**config.mk**
```make
export PLATFORM = sky130hd
export DESIGN_NAME = phy_regfile_emu
export DESIGN_NICKNAME = d
export VERILOG_FILES = /design/src/rtl/phy_emu_pkg.sv /design/src/rtl/phy_emu_store.sv /design/src/rtl/phy_emu_view.sv /design/src/rtl/phy_regfile_emu.sv
export SDC_FILE = /design/constraint.sdc
export NUM_CORES = 1
export LEC_CHECK = 0
export BUFFER_PORTS_ARGS = -buffer_cell sky130_fd_sc_hd__buf_2
export CAP_MARGIN = 0
export CELL_PAD_IN_SITES_DETAIL_PLACEMENT = 0
export CELL_PAD_IN_SITES_GLOBAL_PLACEMENT = 1
export CORE_MARGIN = 10
export CORE_UTILIZATION = 30
export DETAILED_ROUTE_END_ITERATION = 10
export HOLD_SLACK_MARGIN = 0.03
export PLACE_DENSITY = 0.54
export SLEW_MARGIN = 20
export SYNTH_ARGS = -nofsm -noshare
export SYNTH_HDL_FRONTEND = slang
export SYNTH_SLANG_ARGS = --single-unit
```
**constraint.sdc**
```tcl
create_clock -name clk -period 2.9 [get_ports clk]
set_clock_uncertainty 0.2 [all_clocks]
set_input_delay 0.58 -clock clk [delete_from_list [all_inputs] [get_ports clk]]
set_output_delay 0.58 -clock clk [all_outputs]
set_load 0.01 [all_outputs]
```
**src/rtl/phy_emu_pkg.sv**
```systemverilog
package phy_emu_pkg;

  localparam int DATA_W = 16;

  // Register slots whose behaviour depends on their number
  localparam int SLOT_CTL     = 0;
  localparam int SLOT_STAT    = 1;
  localparam int SLOT_ID_HI   = 2;
  localparam int SLOT_ID_LO   = 3;
  localparam int SLOT_ADV     = 4;
  localparam int SLOT_PARTNER = 5;
  localparam int SLOT_SPEED   = 17;
  localparam int SLOT_DIAG    = 18;

  // Control bits that clear themselves after any write
  localparam logic [DATA_W-1:0] CTL_SELF_CLR = 16'h8200;

  function automatic logic [DATA_W-1:0] reset_word(input int slot);
    case (slot)
      SLOT_CTL:   reset_word = 16'h3100;
      SLOT_ID_HI: reset_word = 16'h0300;
      SLOT_ID_LO: reset_word = 16'hE400;
      SLOT_ADV:   reset_word = 16'h01E1;
      default:    reset_word = '0;
    endcase
  endfunction

  // Link status word: capability and link bits only when link is up
  function automatic logic [DATA_W-1:0] status_word(input logic link);
    logic [DATA_W-1:0] w;
    w = '0;
    if (link) begin
      w[14:11] = 4'hF;
      w[5] = 1'b1;
      w[3] = 1'b1;
      w[2] = 1'b1;
      w[1] = 1'b1;
    end
    return w;
  endfunction

  // Partner ability mirrors the local advertised modes
  function automatic logic [DATA_W-1:0] partner_word(input logic [DATA_W-1:0] adv);
    logic [DATA_W-1:0] w;
    w = '0;
    w[14]  = 1'b1;
    w[8:5] = adv[8:5];
    w[0]   = 1'b1;
    return w;
  endfunction

  // Diagnostic word: resolved speed and duplex from the advertisement
  function automatic logic [DATA_W-1:0] diag_word(input logic link,
                                                  input logic [DATA_W-1:0] adv);
    logic [DATA_W-1:0] w;
    w = '0;
    if (link) begin
      w[10] = adv[7] | adv[8];
      w[11] = adv[8] | adv[6];
    end
    return w;
  endfunction

endpackage

```
**src/rtl/phy_emu_store.sv**
```systemverilog
module phy_emu_store
  import phy_emu_pkg::*;
#(
  parameter int IDX_W = 5,
  localparam int NREG = 1 << IDX_W
) (
  input  logic              clk,
  input  logic              rst_n,
  input  logic              wr_en,
  input  logic [IDX_W-1:0]  wr_idx,
  input  logic [DATA_W-1:0] wr_data,
  output logic [DATA_W-1:0] q [NREG]
);

  for (genvar g = 0; g < NREG; g++) begin : g_slot
    localparam logic [DATA_W-1:0] RST_VAL = reset_word(g);
    logic [DATA_W-1:0] r;
    logic              sel;

    assign sel  = wr_en && (wr_idx == IDX_W'(g));
    assign q[g] = r;

    if (g == SLOT_CTL) begin : g_ctl
      // Any accepted write clears the self-clearing control bits
      always_ff @(posedge clk) begin
        if (!rst_n)     r <= RST_VAL;
        else if (wr_en) r <= (sel ? wr_data : r) & ~CTL_SELF_CLR;
      end
    end else begin : g_plain
      always_ff @(posedge clk) begin
        if (!rst_n)   r <= RST_VAL;
        else if (sel) r <= wr_data;
      end
    end
  end

endmodule

```
**src/rtl/phy_emu_view.sv**
```systemverilog
module phy_emu_view
  import phy_emu_pkg::*;
#(
  parameter int IDX_W = 5,
  localparam int NREG = 1 << IDX_W
) (
  input  logic [DATA_W-1:0] q [NREG],
  input  logic [IDX_W-1:0]  idx,
  input  logic              link,
  output logic [DATA_W-1:0] word
);

  logic [DATA_W-1:0] adv;
  assign adv = q[SLOT_ADV];

  always_comb begin
    case (int'(idx))
      SLOT_STAT:    word = status_word(link);
      SLOT_PARTNER: word = partner_word(adv);
      SLOT_SPEED:   word = 16'h8000;
      SLOT_DIAG:    word = diag_word(link, adv);
      default:      word = q[idx];
    endcase
  end

endmodule

```
**src/rtl/phy_regfile_emu.sv**
```systemverilog
module phy_regfile_emu
  import phy_emu_pkg::*;
#(
  parameter int         IDX_W       = 5,
  parameter int         PHY_AW      = 5,
  parameter int         REG_FIELD_W = 8,
  parameter logic [4:0] DEV_ADDR    = 5'd7,
  localparam int        NREG        = 1 << IDX_W
) (
  input  logic                   clk,
  input  logic                   rst_n,
  input  logic                   req_rd,
  input  logic                   req_wr,
  input  logic [PHY_AW-1:0]      req_phy,
  input  logic [REG_FIELD_W-1:0] req_reg,
  input  logic [DATA_W-1:0]      req_wdata,
  input  logic                   link_up,
  output logic [DATA_W-1:0]      rd_data,
  output logic                   rd_valid
);

  logic [IDX_W-1:0]  idx;
  logic              match_hit;
  logic              wr_hit;
  logic [DATA_W-1:0] regs_q [NREG];
  logic [DATA_W-1:0] view_word;
  logic [DATA_W-1:0] ctl_word;
  logic              unused_reg_hi;

  assign idx           = req_reg[IDX_W-1:0];
  assign unused_reg_hi = ^req_reg[REG_FIELD_W-1:IDX_W];
  assign match_hit     = (req_phy == PHY_AW'(DEV_ADDR));
  assign wr_hit        = req_wr && match_hit;
  assign ctl_word      = regs_q[SLOT_CTL];

  phy_emu_store #(.IDX_W(IDX_W)) u_store (
    .clk     (clk),
    .rst_n   (rst_n),
    .wr_en   (wr_hit),
    .wr_idx  (idx),
    .wr_data (req_wdata),
    .q       (regs_q)
  );

  phy_emu_view #(.IDX_W(IDX_W)) u_view (
    .q    (regs_q),
    .idx  (idx),
    .link (link_up),
    .word (view_word)
  );

  always_ff @(posedge clk) begin
    if (!rst_n) begin
      rd_data  <= '0;
      rd_valid <= 1'b0;
    end else begin
      rd_valid <= req_rd;
      if (req_rd) rd_data <= match_hit ? view_word : '1;
    end
  end

endmodule

```
==> results of run 1 <==
power breakdown:
part | switching [µW] | internal, µW
Sequential | 46.7 | 7270
Combinational | 672 | 388
Clock | 3180 | 4450
Total | 3900 | 12100
cell type report:
type	instances	area [µm²]
multi-input cells	1987	12600
repair buffers	223	2390
clock inverters	20	165
flip-flops and latches	527	10600
diodes	3	7.51
well taps	1060	1330
clock buffers	89	1800
fillers	8143	51800
inverters	2	7.51
stage by stage:
step	instance area, µm²	hold slack [ns]	power, µW	TNS [ns]
floorplan	24500	0.230	8050	0
global placement	26900	0.237	8530	-0.335
detailed placement	26900	0.243	8530	-0.357
CTS	28900	0.0706	16200	0
global route	28900	0.0936	16500	0
finish	28900	0.114	16000	0
synthesized netlist by cell type (7+ instances only):
master | n | share of area (%)
o32ai_1 | 13 | 0.47
a221oi_1 | 8 | 0.29
clkbuf_2 | 7 | 0.14
o21ai_0 | 13 | 0.27
buf_6 | 14 | 0.64
a21oi_1 | 12 | 0.25
mux2_2 | 9 | 0.41
mux4_2 | 86 | 7.9
buf_2 | 68 | 1.4
dfxtp_1 | 527 | 43
nand2_1 | 1056 | 16
mux2i_1 | 74 | 3.0
nand3_1 | 26 | 0.53
a2111oi_0 | 12 | 0.43
o221ai_1 | 19 | 0.68
a21boi_1 | 167 | 5.1
nor2b_1 | 9 | 0.23
a21boi_0 | 330 | 10
nor2_4 | 11 | 0.51
nor3_4 | 13 | 0.86
nor2_1 | 17 | 0.26
o22ai_1 | 16 | 0.41
nand2b_1 | 19 | 0.49
buf_4 | 26 | 0.80
clkbuf_1 | 120 | 1.8
a211oi_1 | 12 | 0.37
nor2_2 | 7 | 0.18
cells by family after synthesis:
group | after synthesis | synth area share, %
and+or+nand+nor | 1188 | 20.5
AOI/OAI and AO/OA | 624 | 19.2
DFF | 527 | 43.1
buffers and inverters | 243 | 5.14
muxes | 175 | 12.0
per-layer routing:
metal  part of all wire (%)  track usage [%]  wire (µm)  vias up
li1                       -                -          -     9438
met1                     48             26.7      43100     9945
met2                     44             28.9      39600      507
met3                    5.0             2.56       4450      117
met4                    2.4             5.06       2110        2
met5                  0.015                0         13        -
worst max-delay path, cell delays in order:
cell and delay [ns]:
buf_8 0.23, buf_4 0.24, mux4_1 0.57, mux2_2 0.29
a221oi_1 0.58, buf_4 0.22, o32ai_1 0.08
final timing paths:
path | start | to | slack [ns] | cells past startpoint
hold reg to reg | u_store.g_slot[6].r[12]$_SDFFE_PN0P_ | u_store.g_slot[6].r[12]$_SDFFE_PN0P_ | 0.25 | 2
setup / recovery | req_reg[1] | rd_data[2]$_SDFFE_PN0P_ | 0.39 | 7
setup reg to reg | u_store.g_slot[19].r[2]$_SDFFE_PN0P_ | rd_data[2]$_SDFFE_PN0P_ | 0.58 | 5
hold / removal | rst_n | u_store.g_slot[2].r[9]$_SDFFE_PN1P_ | 0.11 | 2
registers in the layout (all words and copies together) (netlist names):
signal	flops
rd_data	16
rd_valid	1
u_store.g_slot.r	510
==> qor.yml, run 1 <==
status: "finished, final reports clean"
finalSetupViolCount: 0
syn_inst: 2757
drc: 0
worstPathMaxFanout: 18
final_hold_viol_count: 0
ant_nets: 0
syn2layout_area_growth_pct: 18.1
ir_drop_mv: 0.515
io_pins: 51
grt.overflow.total: 0
dr_total_vias: 20000
synth-seq-cells: 527
synth-async-reset-ratio_pct: 0
cts_root_buf: "clkbuf_16"
critPathKind: "input port to register"
first_iter_violations: 1524
layout-drive-gt1-share_pct: 16.4
routed_wirelength_mm: 89.3
tightestPinTransition_ns: 1.01
max_freq_mhz: 399
grt_pass1_wl_mm: 132
maxCapViolations: 0
synth_edf_count: 0
insertion_delay_ns: 0.64
fin_crit_sh_pct: 86.5
wl_per_cell_um: 22.8
cts_tree: "yes"
endpoint_kind: "register"
cp.arrival_ns: 2.82
post_drt_via_cell_ratio: 5.12
grt_max_degree: 175
critPathRequiredTime_ns: 3.21
htreeDepth: 2
min_path_type: "input port to register"
yosys_warnings: 0
die_area_mm2: 0.0933
fp.coreArea_mm2: 0.0807
maxSlewViolCount: 0
avgSynthCellArea_um2: 8.87
dp_cells: 3799
finalCriticalPeriod_ns: 2.51
ys_seq_area_share_pct: 43.1
post-route-util_pct: 35.8
cellLeakagePower_uw: 0.00963
nNetsFinal: 2836
postCtsHoldBufs: 0
antenna_found_initial: 5
grt_pass1_vias: 19700
fin_ws_ns: 0.391
ys.flop_type: "dfxtp_1"
hpwl_mm: 57.1
ys_types: 57
cp-start-kind: "input port"
die_x_um: 305
cts_buffers: 61
clock-sinks: 527
io_buffer_count: 47
slew_headroom_pct: 32.3
layout_commonest_cell: "nand2_1"
pre_cts_ws_ns: -0.255
fin_cells: 3911
die_y_um: 305
cts_setup_buffers: 0
final_cell_mix: "nand2_1, dfxtp_1, a21boi_0"
gp_congestion: 0.816
post_cts_resized: 0
rows: 104
grt_setup_unrepaired: "no"
initial_core_util_pct: 30.3
p_per_area_mw_per_mm2: 554
syn_nets: 2791
clockBufferDepth: 3
first_pass_iters: 5
syn_area_mm2: 0.0245
track_usage_pct: 18.6
cts.clk_slew.worst_paths_ns: 0.06
Note: power is estimated with default switching activity, not from simulation.
==> inputs of run 2 (changes only) <==
--- a/config.mk
+++ b/config.mk
@@ -10,10 +10,11 @@
 export CELL_PAD_IN_SITES_DETAIL_PLACEMENT = 0
 export CELL_PAD_IN_SITES_GLOBAL_PLACEMENT = 1
 export CORE_MARGIN = 10
-export CORE_UTILIZATION = 30
+export CORE_UTILIZATION = 43
 export DETAILED_ROUTE_END_ITERATION = 10
 export HOLD_SLACK_MARGIN = 0.03
-export PLACE_DENSITY = 0.54
+export PLACE_DENSITY = 0.72
+export RECOVER_POWER = 25
 export SLEW_MARGIN = 20
 export SYNTH_ARGS = -nofsm -noshare
 export SYNTH_HDL_FRONTEND = slang
==> qor.yml, run 2 (synthesis gave the netlist of run 1 again) <==
design_area_mm2: 0.0279  # was 0.0289 mm²
cellLeakagePower_uw: 0.00925  # was 0.00963 µW
fill_cells: 5392  # was 8,143
grt_pass1_vias: 19800  # was 19,700
post_drt_via_cell_ratio: 5.61  # was 5.12
tightestPinTransition_ns: 0.949  # was 1.01 ns
critPathKind: "input port to register"  # unchanged
finalCriticalPeriod_ns: 2.60  # was 2.51 ns
ir_drop_mv: 0.596  # was 0.515 mV
routed_wirelength_mm: 80.9  # was 89.3 mm
gp_congestion: 0.945  # was 0.816
die_y_um: 258  # was 305 µm
cts_root_buf: "clkbuf_16"  # unchanged
dpl_cell_area_mm2: 0.0261  # was 0.0269 mm²
die_area_mm2: 0.0668  # was 0.0933 mm²
post_cts_resized: 0  # unchanged
min_path_type: "input port to register"  # unchanged
clock-sinks: 527  # unchanged
ant_nets: 0  # unchanged
cp-start-kind: "input port"  # unchanged
die_x_um: 258  # was 305 µm
max_freq_mhz: 384  # was 399 MHz
rr_worst_depth: 6  # was 5
syn2layout_area_growth_pct: 14.0  # was 18.1%
finalPower_uw: 15500  # was 16,000 µW
grt.overflow.total: 0  # unchanged
grt_pass1_wl_mm: 123  # was 132 mm
maxSlewViolCount: 0  # unchanged
slowest_delay_ns: 0.37  # was 0.58 ns
layout_commonest_cell: "nand2_1"  # unchanged
htreeDepth: 2  # unchanged
nNetsFinal: 2824  # was 2,836
fin_crit_sh_pct: 89.7  # was 86.5%
antenna_found_initial: 4  # was 5
use_met2_pct: 38.9  # was 28.9%
first_pass_iters: 6  # was 5
critPathBufInv: 4  # was 3
p_per_area_mw_per_mm2: 555  # was 554 mW/mm²
critPathRequiredTime_ns: 3.20  # was 3.21 ns
critPathLaunch: "req_reg[3]"  # was req_reg[1]
largest_reg_flops: 510  # unchanged
hpwl_mm: 52.2  # was 57.1 mm
first_iter_violations: 1531  # was 1,524
timing.rr.end: "rd_data[9]$_SDFFE_PN0P_"  # was rd_data[2]$_SDFFE_PN0P_
gr-max-usage-layer: "met2"  # unchanged
layout-drive-gt1-share_pct: 14.9  # was 16.4%
rows: 87  # was 104
endpoint: "u_store.g_slot[24].r[6]$_SDFFE_PN0P_"  # was rd_data[2]$_SDFFE_PN0P_
r2r_slack_ns: 0.56  # was 0.58 ns
insertion_delay_ns: 0.63  # was 0.64 ns
endpoint_kind: "register"  # unchanged
grt_setup_unrepaired: "no"  # unchanged
slew_headroom_pct: 36.7  # was 32.3%
critical-path-top-delay-family: "buffers and inverters"  # was multiplexers
clockBufferDepth: 3  # unchanged
regMostFlops: "u_store.g_slot.r"  # unchanged
cp.arrival_ns: 2.90  # was 2.82 ns
dr_total_vias: 20100  # was 20,000
hold-worst-slack_ns: 0.218  # was 0.114 ns
post-route-util_pct: 49.4  # was 35.8%
fin_ws_ns: 0.299  # was 0.391 ns
io_pins: 51  # unchanged
worstPathMaxFanout: 16  # was 18
initial_core_util_pct: 43.4  # was 30.3%
drc: 0  # unchanged
pre_cts_ws_ns: -0.196  # was -0.255 ns
wl_per_cell_um: 22.5  # was 22.8 µm
critPathSlowestCell: "buf_2"  # was a221oi_1
cts_tree: "yes"  # unchanged
cts.clk_slew.worst_paths_ns: 0.06  # about the same
fp.coreArea_mm2: 0.0564  # was 0.0807 mm²
track_usage_pct: 23.8  # was 18.6%
grtUsageMet3_pct: 3.31  # was 2.56%
cts_buffers: 57  # was 61
final_cell_mix: "nand2_1, dfxtp_1, a21boi_0"  # unchanged
r2r-start: "u_store.g_slot[11].r[9]$_SDFFE_PN0P_"  # was u_store.g_slot[19].r[2]$_SDFFE_PN0P_
postCtsHoldBufs: 0  # unchanged
status: "finished, final reports clean"  # unchanged
grtUsageMet1_pct: 30.7  # was 26.7%
final_hold_viol_count: 0  # unchanged
cts_setup_buffers: 0  # unchanged
largestRegisters: "u_store.g_slot.r x510, rd_data x16, rd_valid x1"  # unchanged
critical_path.most_common_cell: "clkbuf_1"  # was buf_4
maxCapViolations: 0  # unchanged
grt_max_degree: 116  # was 175
cp_cell_sequence: "buf_2 -> nor2b_1 -> clkbuf_1 -> and4_1 -> clkbuf_1 -> nand3_2 -> clkbuf_2 -> nand2_1 -> a21boi_0"  # was buf_8 -> buf_4 -> mux4_1 -> mux2_2 -> a221oi_1 -> buf_4 -> o32ai_1
io_buffer_count: 47  # unchanged
finalSetupViolCount: 0  # unchanged
crit_cells: 9  # was 7
-- run 2: worst min path at each step --
stage / start / end / slack [ns] / depth (start not counted)
6_report: rst_n / u_store.g_slot[3].r[13]$_SDFFE_PN1P_ / 0.22 / 2
5_1_grt: rst_n / u_store.g_slot[3].r[15]$_SDFFE_PN1P_ / 0.21 / 2
4_1_cts: rst_n / u_store.g_slot[3].r[15]$_SDFFE_PN1P_ / 0.18 / 2
3_5_place_dp: u_store.g_slot[11].r[13]$_SDFFE_PN0P_ / u_store.g_slot[11].r[13]$_SDFFE_PN0P_ / 0.24 / 2
3_3_place_gp: u_store.g_slot[5].r[13]$_SDFFE_PN0P_ / u_store.g_slot[5].r[13]$_SDFFE_PN0P_ / 0.24 / 2
2_1_floorplan: u_store.g_slot[0].r[6]$_SDFFE_PN0P_ / u_store.g_slot[0].r[6]$_SDFFE_PN0P_ / 0.23 / 2
-- run 2: worst reg2reg max path, stage by stage (launching register included) --
cell	delay, ns
dfxtp_1	0.31
mux4_2	0.53
nor2b_1	0.20
nor3_1	0.10
a2111oi_0	0.59
buf_4	0.21
o32ai_1	0.08
-- run 2: per-layer routing --
metal	vias up	share of wire, %
met5	-	0.017
met4	2	4.4
met1	9954	43
met3	147	5.9
met2	622	47
li1	9422	-
-- run 2: where the power goes --
group          internal [µW]  switching [µW]  total, µW
clock                   4120            3050       7170
sequential              7270            43.0       7310
combinational            362             623        985
-- run 2: area by class of cell --
cell class                      count  area, µm²  share of cell area (%)
Multi-Input combinational cell   1987      12600                    45.2
Clock buffer                       83       1650                    5.94
Clock inverter                     19        171                   0.615
Antenna cell                        1       2.50                 0.00898
Timing Repair Buffer              215       1930                    6.93
Inverter                            2       7.51                  0.0269
Tap cell                          756        946                    3.39
Sequential cell                   527      10600                    37.9
-- run 2: metrics by stage --
stage | setup TNS, ns | instances
after global routing | 0 | 3590
final | 0 | 3590
after global placement | -2.50 | 3487
after CTS | 0 | 3589
after detailed placement | -4.76 | 3487
after floorplan | 0 | 2757
